File: config.mk
export PLATFORM = sky130hd
export DESIGN_NAME = sup_reset_wdt
export DESIGN_NICKNAME = d
export VERILOG_FILES = /design/src/rtl/sup_pkg.sv /design/src/rtl/sup_debounce.sv /design/src/rtl/sup_wdt.sv /design/src/rtl/sup_hold.sv /design/src/rtl/sup_reset_wdt.sv
export SDC_FILE = /design/constraint.sdc
export NUM_CORES = 1
export LEC_CHECK = 0
export BUFFER_PORTS_ARGS = -buffer_cell sky130_fd_sc_hd__buf_2
export CAP_MARGIN = 20
export CORE_MARGIN = 5
export CORE_UTILIZATION = 57
export DETAILED_ROUTE_END_ITERATION = 16
export MAX_ROUTING_LAYER = met4
export PLACE_DENSITY_LB_ADDON = 0.12
export SETUP_SLACK_MARGIN = 0.3
export SYNTH_ARGS = -nofsm -noshare
export SYNTH_HDL_FRONTEND = slang
export SYNTH_SLANG_ARGS = --single-unit
File: constraint.sdc
create_clock -name clk_i -period 2.5 [get_ports clk_i]
set_clock_uncertainty 0.2 [all_clocks]
set_input_delay 0.375 -clock clk_i [delete_from_list [all_inputs] [get_ports clk_i]]
set_output_delay 0.375 -clock clk_i [all_outputs]
set_load 0.05 [all_outputs]
File: src/rtl/sup_pkg.sv
package sup_pkg;
  typedef enum logic [1:0] {
    CAUSE_NONE,
    CAUSE_SUPPLY,
    CAUSE_MANUAL,
    CAUSE_WDT
  } rst_cause_e;
endpackage

File: src/rtl/sup_debounce.sv
module sup_debounce #(
  parameter int DEB_TICKS   = 10,
  parameter int SYNC_STAGES = 2
) (
  input  logic clk_i,
  input  logic rst_ni,
  input  logic tick_i,
  input  logic raw_ni,
  output logic act_o
);
  localparam int DW = $clog2(DEB_TICKS + 1);

  logic [SYNC_STAGES-1:0] sync_q;
  logic [DW-1:0]          cnt_q;
  logic                   act_q;

  generate
    if (SYNC_STAGES == 1) begin : g_sync1
      always_ff @(posedge clk_i or negedge rst_ni)
        if (!rst_ni) sync_q <= '1;
        else         sync_q <= raw_ni;
    end else begin : g_syncn
      always_ff @(posedge clk_i or negedge rst_ni)
        if (!rst_ni) sync_q <= '1;
        else         sync_q <= {sync_q[SYNC_STAGES-2:0], raw_ni};
    end
  endgenerate

  // consecutive low ticks required; any high sample restarts the filter
  always_ff @(posedge clk_i or negedge rst_ni) begin
    if (!rst_ni) begin
      cnt_q <= '0;
      act_q <= 1'b0;
    end else if (sync_q[SYNC_STAGES-1]) begin
      cnt_q <= '0;
      act_q <= 1'b0;
    end else if (tick_i && !act_q) begin
      if (cnt_q == DW'(DEB_TICKS - 1)) act_q <= 1'b1;
      else                             cnt_q <= cnt_q + 1'b1;
    end
  end

  assign act_o = act_q;
endmodule

File: src/rtl/sup_wdt.sv
module sup_wdt #(
  parameter int START_UNIT = 25,
  parameter int END_UNIT   = 60,
  parameter int FIELD_W    = 5
) (
  input  logic               clk_i,
  input  logic               rst_ni,
  input  logic               tick_i,
  input  logic               hold_i,
  input  logic               en_i,
  input  logic [FIELD_W-1:0] start_i,
  input  logic [FIELD_W-1:0] end_i,
  input  logic               kick_i,
  output logic               viol_o
);
  localparam int FMAX  = (1 << FIELD_W) - 1;
  localparam int LIM_S = FMAX * START_UNIT;
  localparam int LIM_E = FMAX * END_UNIT;
  localparam int LIM   = (LIM_S > LIM_E) ? LIM_S : LIM_E;
  localparam int CW    = $clog2(LIM + 1);

  logic [CW-1:0] cnt_q, start_lim, end_lim;
  logic          armed, viol_q;

  assign start_lim = CW'(start_i) * CW'(START_UNIT);
  assign end_lim   = CW'(end_i) * CW'(END_UNIT);
  assign armed     = en_i && (end_i != '0);

  always_ff @(posedge clk_i or negedge rst_ni) begin
    if (!rst_ni) begin
      cnt_q  <= '0;
      viol_q <= 1'b0;
    end else begin
      viol_q <= 1'b0;
      if (hold_i || !armed) begin
        cnt_q <= '0;
      end else if (kick_i) begin
        cnt_q  <= '0;
        viol_q <= (cnt_q < start_lim);  // kick before window opens
      end else if (tick_i) begin
        if (cnt_q == end_lim - CW'(1)) begin
          cnt_q  <= '0;
          viol_q <= 1'b1;
        end else begin
          cnt_q <= cnt_q + 1'b1;
        end
      end
    end
  end

  assign viol_o = viol_q;
endmodule

File: src/rtl/sup_hold.sv
module sup_hold
  import sup_pkg::*;
#(
  parameter int HOLD_TICKS = 100
) (
  input  logic clk_i,
  input  logic rst_ni,
  input  logic tick_i,
  input  logic supply_i,
  input  logic manual_i,
  input  logic wdt_i,
  input  logic flag_clr_i,
  output logic active_o,
  output logic wdt_flag_o
);
  localparam int HW = $clog2(HOLD_TICKS + 1);

  logic [HW-1:0] cnt_q;
  logic          flag_q;
  rst_cause_e    cause;

  always_comb begin
    if (wdt_i)         cause = CAUSE_WDT;
    else if (supply_i) cause = CAUSE_SUPPLY;
    else if (manual_i) cause = CAUSE_MANUAL;
    else               cause = CAUSE_NONE;
  end

  always_ff @(posedge clk_i or negedge rst_ni) begin
    if (!rst_ni) begin
      cnt_q <= HW'(HOLD_TICKS);
    end else if (cause != CAUSE_NONE) begin
      cnt_q <= HW'(HOLD_TICKS);
    end else if (tick_i && cnt_q != '0) begin
      cnt_q <= cnt_q - 1'b1;
    end
  end

  always_ff @(posedge clk_i or negedge rst_ni) begin
    if (!rst_ni) begin
      flag_q <= 1'b0;
    end else begin
      case (cause)
        CAUSE_WDT:                  flag_q <= 1'b1;
        CAUSE_SUPPLY, CAUSE_MANUAL: flag_q <= 1'b0;
        default:                    if (flag_clr_i) flag_q <= 1'b0;
      endcase
    end
  end

  assign active_o   = (cnt_q != '0);
  assign wdt_flag_o = flag_q;
endmodule

File: src/rtl/sup_reset_wdt.sv
module sup_reset_wdt #(
  parameter int HOLD_TICKS = 100,
  parameter int DEB_TICKS  = 10,
  parameter int START_UNIT = 25,
  parameter int END_UNIT   = 60,
  parameter int FIELD_W    = 5
) (
  input  logic               clk_i,
  input  logic               rst_ni,
  input  logic               tick_i,
  input  logic               low_vdd_i,
  input  logic               man_rst_ni,
  input  logic               wdt_en_i,
  input  logic [FIELD_W-1:0] wdt_start_i,
  input  logic [FIELD_W-1:0] wdt_end_i,
  input  logic               kick_i,
  input  logic               flag_clr_i,
  output logic               sys_rst_no,
  output logic               wdt_flag_o
);
  logic man_act, wdt_viol, rst_active;

  sup_debounce #(.DEB_TICKS(DEB_TICKS), .SYNC_STAGES(2)) u_deb (
    .clk_i  (clk_i),
    .rst_ni (rst_ni),
    .tick_i (tick_i),
    .raw_ni (man_rst_ni),
    .act_o  (man_act)
  );

  sup_wdt #(.START_UNIT(START_UNIT), .END_UNIT(END_UNIT), .FIELD_W(FIELD_W)) u_wdt (
    .clk_i   (clk_i),
    .rst_ni  (rst_ni),
    .tick_i  (tick_i),
    .hold_i  (rst_active),
    .en_i    (wdt_en_i),
    .start_i (wdt_start_i),
    .end_i   (wdt_end_i),
    .kick_i  (kick_i),
    .viol_o  (wdt_viol)
  );

  sup_hold #(.HOLD_TICKS(HOLD_TICKS)) u_hold (
    .clk_i      (clk_i),
    .rst_ni     (rst_ni),
    .tick_i     (tick_i),
    .supply_i   (low_vdd_i),
    .manual_i   (man_act),
    .wdt_i      (wdt_viol),
    .flag_clr_i (flag_clr_i),
    .active_o   (rst_active),
    .wdt_flag_o (wdt_flag_o)
  );

  assign sys_rst_no = ~rst_active;
endmodule

==> flow_metrics.py, run 1 <==
metrics = {
    "outcome": {
        "status": "finished with violations",
        "violations": "setup timing",
    },
    "clocking": {
        "htree_num_levels": 1,
        "cts_sinks": 27,
        "clk_latency_ns": 0.27,
        "clk_path_buf_depth": 2,
        "clk_pin_slew_ns": 0.10,
        "cts_root_buffer": "clkbuf_8",
        "cts_tree": "yes",
        "numCtsBuffers": 3,
    },
    "floorplanning": {
        "core-area_sq_um": 4750,
        "start_util_pct": 59.5,
        "rows": 25,
        "fp.dieW_um": 80.4,
        "pin_count": 20,
        "die_area_sq_um": 6470,
        "die_h_um": 80.4,
    },
    "layout": {
        "area_growth_pct": 24.6,
        "drive_gt1_share_pct": 26.8,
        "layout.nets": 458,
        "post-route-util_pct": 74.1,
        "antenna_cells": 0,
        "final_common_cell": "buf_4",
        "fin_cells": 451,
        "final_cell_mix": "50 x buf_4, 46 x ha_1, 30 x inv_1",
        "fillCellCount": 359,
    },
    "global_routing": {
        "grt_first_pass_wirelength_um": 10600,
        "overflow": 0,
        "grt_pass1_vias": 2411,
        "grt_util_all_layers_pct": 20.8,
        "grt_max_degree": 28,
        "antenna_found_initial": 0,
    },
    "pwr": {
        "power_leakage_uw": 0.00179,
        "vdd.ir_drop.worst_v": 0.000296,
        "pwr_density_cell_nw_per_um2": 427,
    },
    "worst_setup_path": {
        "cp_common_cell": "fa_1",
        "crit_cells": 12,
        "reg2reg_slack_ns": 0.06,
        "cp_top_family": "adder cells",
        "critical_path_class": "in -> reg",
        "r2r_start": "u_wdt.cnt_q[10]",
        "crit_chain": "buf_8 -> fa_2 -> fa_1 -> fa_1 -> or4_4 -> or3_4 -> a211o_1 -> a211oi_2 -> and4b_4 -> o21ai_4 -> a31oi_1 -> mux2i_1",
        "startpoint": "wdt_end_i[2]",
        "required_ns": 2.47,
        "critPathBufInv": 1,
        "reg2reg_depth": 8,
        "end_kind": "flip-flop",
        "slowest_stage": "fa_2",
        "cp.arrival_ns": 3.93,
        "critPathMaxFanout": 5,
        "r2r_end": "u_wdt.cnt_q[7]",
        "crit_path_end": "u_wdt.cnt_q[7]",
        "start_kind": "primary input",
        "cpPeakStageDelay_ns": 0.59,
    },
    "placement": {
        "gp_congestion": 0.843,
        "dp_hpwl_um": 4890,
        "portBuffers": 19,
        "dpl.cell_count": 442,
    },
    "drt": {
        "wire_per_inst_um": 13.8,
        "drc": 0,
        "wirelength_um": 6240,
        "first_pass_iters": 6,
        "via_count": 2468,
        "ant_nets": 0,
        "drt_iter0_drc": 148,
        "vias_per_cell": 5.47,
    },
    "sta": {
        "max_freq_mhz": 252,
        "final_max_slew_viol_count": 0,
        "setup_slack_ns": -1.46,
        "finalCritPeriodShare_pct": 159,
        "tightestPinTransition_ns": 0.602,
        "relSlewSlack_pct": 59.6,
        "hold_viol": 0,
        "final-setup-viol-count": 12,
        "period_needed_ns": 3.96,
        "rsz0062_at_grt": "yes",
    },
    "yosys": {
        "ys_seq_elements": 27,
        "syn-num-nets": 382,
        "syn_avg_cell_area_sq_um": 9.15,
        "yosysWarnings": 0,
        "async_reset_ff_share_pct": 100,
        "synth_edf_count": 0,
        "ys_seq_area_share_pct": 24.1,
        "syn_inst": 309,
        "ys.flop_type": "dfrtp_1",
        "synth_area_sq_um": 2830,
        "yosysUniqueCellTypes": 58,
    },
    "min_path": {
        "hold_path_depth": 0,
        "hold_class": "reg -> reg",
    },
    "flow_run": {
        "drv_cap": 0,
    },
}
flip-flops by register name (all words and copies together), names as in the netlist:
name               cells
u_deb.act_o            1
u_deb.cnt_q            4
u_deb.sync_q           2
u_hold.cnt_q           7
u_hold.wdt_flag_o      1
u_wdt.cnt_q           11
u_wdt.viol_o           1
layout make-up:
cell class,count,area [sq um],share of cell area (%)
Timing Repair Buffer,72,520,14.8
Multi-Input combinational cell,250,2080,58.9
Clock inverter,1,5.00,0.142
Tap cell,67,83.8,2.38
Sequential cell,27,682,19.3
Inverter,31,116,3.30
Clock buffer,3,41.3,1.17
cell usage after synthesis (all sizes together) (2+ instances only):
| master | n | area (sq um) |
|---|---|---|
| o211a | 2 | 20.0 |
| a2111oi | 2 | 17.5 |
| and2 | 5 | 31.3 |
| xnor2 | 10 | 87.6 |
| nand2 | 23 | 86.3 |
| or3 | 2 | 12.5 |
| a211oi | 3 | 32.5 |
| o22ai | 2 | 12.5 |
| o211ai | 4 | 40.0 |
| nand2b | 2 | 12.5 |
| dfrtp | 22 | 551 |
| a21o | 5 | 37.5 |
| nand4 | 7 | 43.8 |
| nand3 | 19 | 100 |
| nor2 | 24 | 90.1 |
| fa | 8 | 160 |
| dfstp | 5 | 131 |
| a21oi | 7 | 35.0 |
| mux2i | 2 | 20.0 |
| xor2 | 14 | 123 |
| a211o | 4 | 35.0 |
| ha | 47 | 588 |
| o21a | 4 | 30.0 |
| o21ai | 9 | 56.3 |
| nor2b | 4 | 25.0 |
| nor3 | 11 | 60.1 |
| and3 | 2 | 12.5 |
| or2 | 4 | 25.0 |
| nand4b | 2 | 17.5 |
| a31oi | 3 | 18.8 |
| buf | 3 | 21.3 |
| inv | 31 | 116 |
through the flow:
step	setup slack (ns)	power [uW]	hold slack, ns	instance area [sq um]	setup TNS (ns)
2_1_floorplan	-1.67	908	-0.121	2830	-19.33
3_3_place_gp	-1.87	1180	0.147	3360	-21.46
3_5_place_dp	-1.94	1210	0.147	3360	-21.92
4_1_cts	-1.54	1480	0.161	3490	-17.64
5_1_grt	-1.55	1630	0.171	3520	-17.87
6_report	-1.46	1500	0.161	3520	-16.78
per-layer routing:
metal / track usage (%) / vias to the layer above / wire length, um
li1: - / 1243 / -
met1: 28.9 / 1160 / 2950
met2: 33.4 / 57 / 2910
met3: 2.58 / 8 / 316
met4: 3.21 / 0 / 65
met5: - / - / 0
how the worst min path moves through the flow:
stage / start / endpoint / slack (ns)
floorplan: rst_ni / u_deb.act_o / -0.12
global placement: u_deb.sync_q[0] / u_deb.sync_q[1] / 0.15
detailed placement: u_deb.sync_q[0] / u_deb.sync_q[1] / 0.15
CTS: u_deb.sync_q[0] / u_deb.sync_q[1] / 0.16
global route: u_deb.sync_q[0] / u_deb.sync_q[1] / 0.17
finish: u_deb.sync_q[0] / u_deb.sync_q[1] / 0.16
cell families (layout without fill, tap and decap cells):
group,count (synthesis),count (layout),synth area share [%]
AOI/OAI and AO/OA,52,54,14.9
xor gates and xnor gates,24,24,7.43
buffers and inverters,34,107,4.87
muxes,3,3,1.11
and+or+nand+nor,114,114,21.1
adders and majority gates,55,55,26.5
DFF,27,27,24.1
report_power, final:
part | internal (uW) | switching (uW)
clock network | 112 | 145
registers | 458 | 18.2
logic | 397 | 374
timing repair:
action | CTS | global route
hold buffers | 2 | 0
resized for setup | 6 | 10
cloned | 2 | 0
setup endpoints to repair | 13 | 15
pin swaps | 12 | 5
endpoints found under the hold margin | 23 | 0
buffers inserted | 1 | 0
Power figures use the tool's default switching activity.
==> inputs of run 2 (changes only) <==
Settings changed: SKIP_CTS_REPAIR_TIMING from default to 1.
==> run 2 against run 1 <==
The flow still finishes with violations (setup timing). Largest cell class unchanged. Utilization fell by 0.053 points. Critical endpoint unchanged. Routed wire length rose by 0.19%. Sequential power barely moved. Via count fell by 0.57%. Largest power group unchanged. Combinational power barely moved. Worst hold slack barely moved.
==> flow_metrics.py, run 2 (synthesized netlist as in run 1, its figures left out) <==
metrics = {
    "sta": {
        "tightestPinTransition_ns": 0.607,
        "finalCritPeriodShare_pct": 160,
        "rsz0062_at_grt": "yes",
        "tns_ns": -17.01,
        "final-setup-viol-count": 12,
        "max_freq_mhz": 250,
        "setup_slack_ns": -1.49,
        "final_max_slew_viol_count": 0,
        "relSlewSlack_pct": 59.5,
        "period_needed_ns": 3.99,
        "hold_viol": 0,
    },
    "pwr": {
        "vdd.ir_drop.worst_v": 0.000296,
        "pwr_density_cell_nw_per_um2": 426,
        "power_uw": 1500,
        "power_leakage_uw": 0.00179,
    },
    "layout": {
        "design_area_sq_um": 3520,
        "layout.nets": 458,
        "seq_area_sq_um": 682,
        "largest_reg_flops": 11,
        "top_register": "u_wdt.cnt_q",
        "reg_top3": "u_wdt.cnt_q: 11 flops, u_hold.cnt_q: 7 flops, u_deb.cnt_q: 4 flops",
        "drive_gt1_share_pct": 26.8,
        "final_cell_mix": "50 x buf_4, 46 x ha_1, 30 x inv_1",
        "fillCellCount": 357,
        "area_growth_pct": 24.6,
        "final_common_cell": "buf_4",
        "multi_input_area_sq_um": 2080,
        "antenna_cells": 0,
    },
    "drt": {
        "via_count": 2454,
        "wire_per_inst_um": 13.9,
        "drc": 0,
        "drt_iter0_drc": 112,
        "first_pass_iters": 6,
        "vias_per_cell": 5.44,
        "ant_nets": 0,
        "wirelength_um": 6260,
    },
    "min_path": {
        "min_from": "u_deb.sync_q[0]",
        "hold_class": "reg -> reg",
        "hold_path_depth": 0,
        "holdPathEnd": "u_deb.sync_q[1]",
    },
    "clocking": {
        "cts_sinks": 27,
        "cts_tree": "yes",
        "numCtsBuffers": 3,
        "clk_latency_ns": 0.27,
        "clk_pin_slew_ns": 0.10,
        "cts_root_buffer": "clkbuf_8",
        "htree_num_levels": 1,
        "clk_path_buf_depth": 2,
    },
    "placement": {
        "place_area_sq_um": 3360,
        "portBuffers": 19,
        "dp_hpwl_um": 4890,
        "dp_slack_ns": -1.94,
        "gp_congestion": 0.843,
    },
    "global_routing": {
        "grt_util_all_layers_pct": 20.0,
        "antenna_found_initial": 0,
        "grt_pass1_vias": 2341,
        "grt_max_degree": 28,
        "grt_first_pass_wirelength_um": 10300,
        "overflow": 0,
    },
    "floorplanning": {
        "core-area_sq_um": 4750,
        "die_h_um": 80.4,
        "rows": 25,
        "pin_count": 20,
        "die_area_sq_um": 6470,
        "start_util_pct": 59.5,
        "fp.dieW_um": 80.4,
    },
    "worst_setup_path": {
        "cp_top_family": "adder cells",
        "critPathMaxFanout": 5,
        "r2r_end": "u_wdt.cnt_q[7]",
        "critical_path_class": "in -> reg",
        "reg2reg_depth": 7,
        "slowest_stage": "fa_1",
        "critPathBufInv": 1,
        "cp_common_cell": "fa_1",
        "cp.arrival_ns": 3.95,
        "start_kind": "primary input",
        "reg2reg_slack_ns": 0.12,
        "startpoint": "wdt_end_i[2]",
        "cpPeakStageDelay_ns": 0.60,
        "crit_chain": "buf_8 -> fa_2 -> fa_1 -> fa_1 -> or4_4 -> or3_4 -> a211o_1 -> a211oi_2 -> and4b_4 -> o21ai_4 -> a31oi_1 -> mux2i_1",
        "r2r_start": "u_wdt.cnt_q[10]",
        "end_kind": "flip-flop",
        "required_ns": 2.46,
    },
    "outcome": {
        "status": "finished with violations",
        "violations": "setup timing",
    },
    "flow_run": {
        "drv_cap": 0,
    },
}
==> run 2: cell types whose count changed in the layout (fill, tap and decap cells not counted) <==
cell      before  now
buf_2         16   17
clkbuf_4       1    0
==> run 2: per-stage QoR <==
stage / instances / hold slack, ns / util [%]
floorplan: 309 / -0.121 / -
global placement: 442 / 0.147 / 70.7
detailed placement: 442 / 0.147 / 70.7
CTS: 446 / -0.0806 / 71.7
global route: 451 / 0.171 / 74.1
finish: 451 / 0.161 / 74.1
==> run 2: worst max-delay path by stage <==
stage                endpoint  slack (ns)  cells past startpoint
3_5_place_dp   u_wdt.cnt_q[7]       -1.94                     12
4_1_cts        u_wdt.cnt_q[7]       -1.65                     12
6_report       u_wdt.cnt_q[7]       -1.49                     12
3_3_place_gp   u_wdt.cnt_q[7]       -1.87                     12
2_1_floorplan  u_wdt.cnt_q[3]       -1.67                     12
5_1_grt        u_wdt.cnt_q[7]       -1.58                     12
==> run 2: metal layers <==
layer	track usage, %	up-vias	share of wire, %
met5	-	-	0
met4	2.36	0	0.22
met3	2.69	2	5.0
met2	32.5	49	48
met1	27.6	1161	47
li1	-	1242	-
==> run 2: power by group <==
| part | leakage, uW | switching [uW] | internal [uW] |
|---|---|---|---|
| combinational | 0.00141 | 376 | 398 |
| clock | 0.0000255 | 140 | 112 |
| sequential | 0.000354 | 18.3 | 458 |
==> run 2: layout make-up <==
type / instances / area share, %
Multi-Input combinational cell: 250 / 58.9
Sequential cell: 27 / 19.4
Timing Repair Buffer: 72 / 14.7
Inverter: 31 / 3.30
Tap cell: 67 / 2.38
Clock buffer: 3 / 1.17
Clock inverter: 1 / 0.142
==> inputs of run 3 (changes only) <==
Settings changed: CORE_UTILIZATION 57 to 59.
==> run 3 against run 2 <==
The run still ends with setup timing left. Combinational power grew 5.3%. Non-clock buffer count grew 10. Maximum frequency is essentially flat. Critical path depth shrank 1. Final cell count shrank 0.67%. Via count grew 0.69%. Flip-flop and latch count is the same. Cell area grew 2.6%. Sequential share of layout area shrank 0.49 points. Critical endpoint is now u_wdt.viol_o. Clock power shrank 6%.
==> flow_metrics.py, run 3 (synthesized netlist as in run 1, its figures left out) <==
metrics = {
    "outcome": {
        "status": "finished with violations",
        "violations": "setup timing",
    },
    "worst_setup_path": {
        "cp.arrival_ns": 3.97,
        "critPathBufInv": 1,
        "start_kind": "primary input",
        "cp_top_family": "adder cells",
        "required_ns": 2.47,
        "cp_common_cell": "fa_2",
        "critical_path_class": "in -> reg",
        "end_kind": "flip-flop",
        "critPathMaxFanout": 5,
        "cpPeakStageDelay_ns": 0.61,
        "slowest_stage": "fa_1",
        "crit_chain": "buf_8 -> fa_2 -> fa_1 -> fa_2 -> or4_4 -> or3_4 -> a211o_1 -> a211oi_2 -> and4b_4 -> o21ai_4 -> o32ai_2",
    },
    "placement": {
        "gp_congestion": 0.941,
        "portBuffers": 19,
        "dp_hpwl_um": 5000,
    },
    "global_routing": {
        "grt_max_degree": 28,
        "grt_pass1_vias": 2407,
        "grt_util_all_layers_pct": 20.6,
        "overflow": 0,
        "grt_first_pass_wirelength_um": 10200,
        "antenna_found_initial": 0,
    },
    "layout": {
        "area_growth_pct": 27.8,
        "drive_gt1_share_pct": 29.4,
        "final_cell_mix": "61 x buf_4, 47 x ha_1, 30 x inv_1",
        "post-route-util_pct": 77.0,
        "antenna_cells": 0,
        "largest_reg_flops": 11,
        "top_register": "u_wdt.cnt_q",
        "multi_input_area_sq_um": 2110,
        "final_common_cell": "buf_4",
        "layout.nets": 468,
        "seq_area_sq_um": 682,
        "fillCellCount": 345,
        "reg_top3": "u_wdt.cnt_q: 11 flops, u_hold.cnt_q: 7 flops, u_deb.cnt_q: 4 flops",
    },
    "pwr": {
        "pwr_density_cell_nw_per_um2": 423,
        "power_leakage_uw": 0.00185,
        "power_uw": 1530,
        "vdd.ir_drop.worst_v": 0.000265,
    },
    "floorplanning": {
        "die_h_um": 79.2,
        "start_util_pct": 60.3,
        "die_area_sq_um": 6280,
        "fp.dieW_um": 79.2,
        "pin_count": 20,
        "rows": 25,
        "core-area_sq_um": 4690,
    },
    "min_path": {
        "hold_class": "reg -> reg",
    },
    "clocking": {
        "cts_root_buffer": "clkbuf_8",
        "clk_latency_ns": 0.27,
        "numCtsBuffers": 3,
        "cts_sinks": 27,
        "clk_path_buf_depth": 2,
        "cts_tree": "yes",
        "clk_pin_slew_ns": 0.09,
        "htree_num_levels": 1,
    },
    "sta": {
        "period_needed_ns": 4.00,
        "relSlewSlack_pct": 60.9,
        "setup_slack_ns": -1.50,
        "rsz0062_at_grt": "yes",
        "tightestPinTransition_ns": 0.586,
        "max_freq_mhz": 250,
        "finalCritPeriodShare_pct": 160,
        "final-setup-viol-count": 12,
        "hold_viol": 0,
        "final_max_slew_viol_count": 0,
    },
    "drt": {
        "wire_per_inst_um": 14.0,
        "drc": 0,
        "first_pass_iters": 4,
        "wirelength_um": 6270,
        "ant_nets": 0,
        "via_count": 2471,
        "drt_iter0_drc": 141,
        "vias_per_cell": 5.52,
    },
    "flow_run": {
        "drv_cap": 0,
    },
}
-- run 3: worst paths after layout --
path,startpoint,endpoint,slack (ns),cells after the start
max,wdt_end_i[2],u_wdt.viol_o,-1.50,11
min,u_deb.sync_q[0],u_deb.sync_q[1],0.16,0
max reg2reg,u_wdt.cnt_q[10],u_wdt.cnt_q[7],0.11,8
min reg2reg,u_deb.sync_q[0],u_deb.sync_q[1],0.16,0
max in group asynchronous,rst_ni,u_hold.cnt_q[4],1.28,2
min in group asynchronous,rst_ni,u_deb.cnt_q[3],0.44,2
-- run 3: metal layers --
layer  up-vias  share of wire [%]  track usage, %
met5         -                  0               -
li1       1268                  -               -
met3        16                3.0            1.70
met2        47                 52            36.6
met1      1140                 42            24.4
met4         0                2.5            7.56
-- run 3: cell type report --
type,count,share of cell area (%)
multi-input cells,250,58.5
flip-flops and latches,27,18.9
repair buffers,82,16.3
inverters,31,3.22
well taps,54,1.87
clock buffers,4,1.25
-- run 3: per-stage QoR --
stage          area [sq um]  std cells  hold WS [ns]  setup slack [ns]  setup TNS [ns]
2_1_floorplan          2830        309        -0.121             -1.67          -19.33
3_3_place_gp           3400        436         0.146             -1.86          -21.24
3_5_place_dp           3400        436         0.150             -1.92          -21.96
4_1_cts                3440        440       -0.0876             -1.63          -18.48
5_1_grt                3610        448         0.171             -1.60          -18.34
6_report               3610        448         0.160             -1.50          -17.22
-- run 3: power breakdown --
part,internal [uW],switching [uW]
sequential,458,18.0
clock,114,123
combinational,422,395
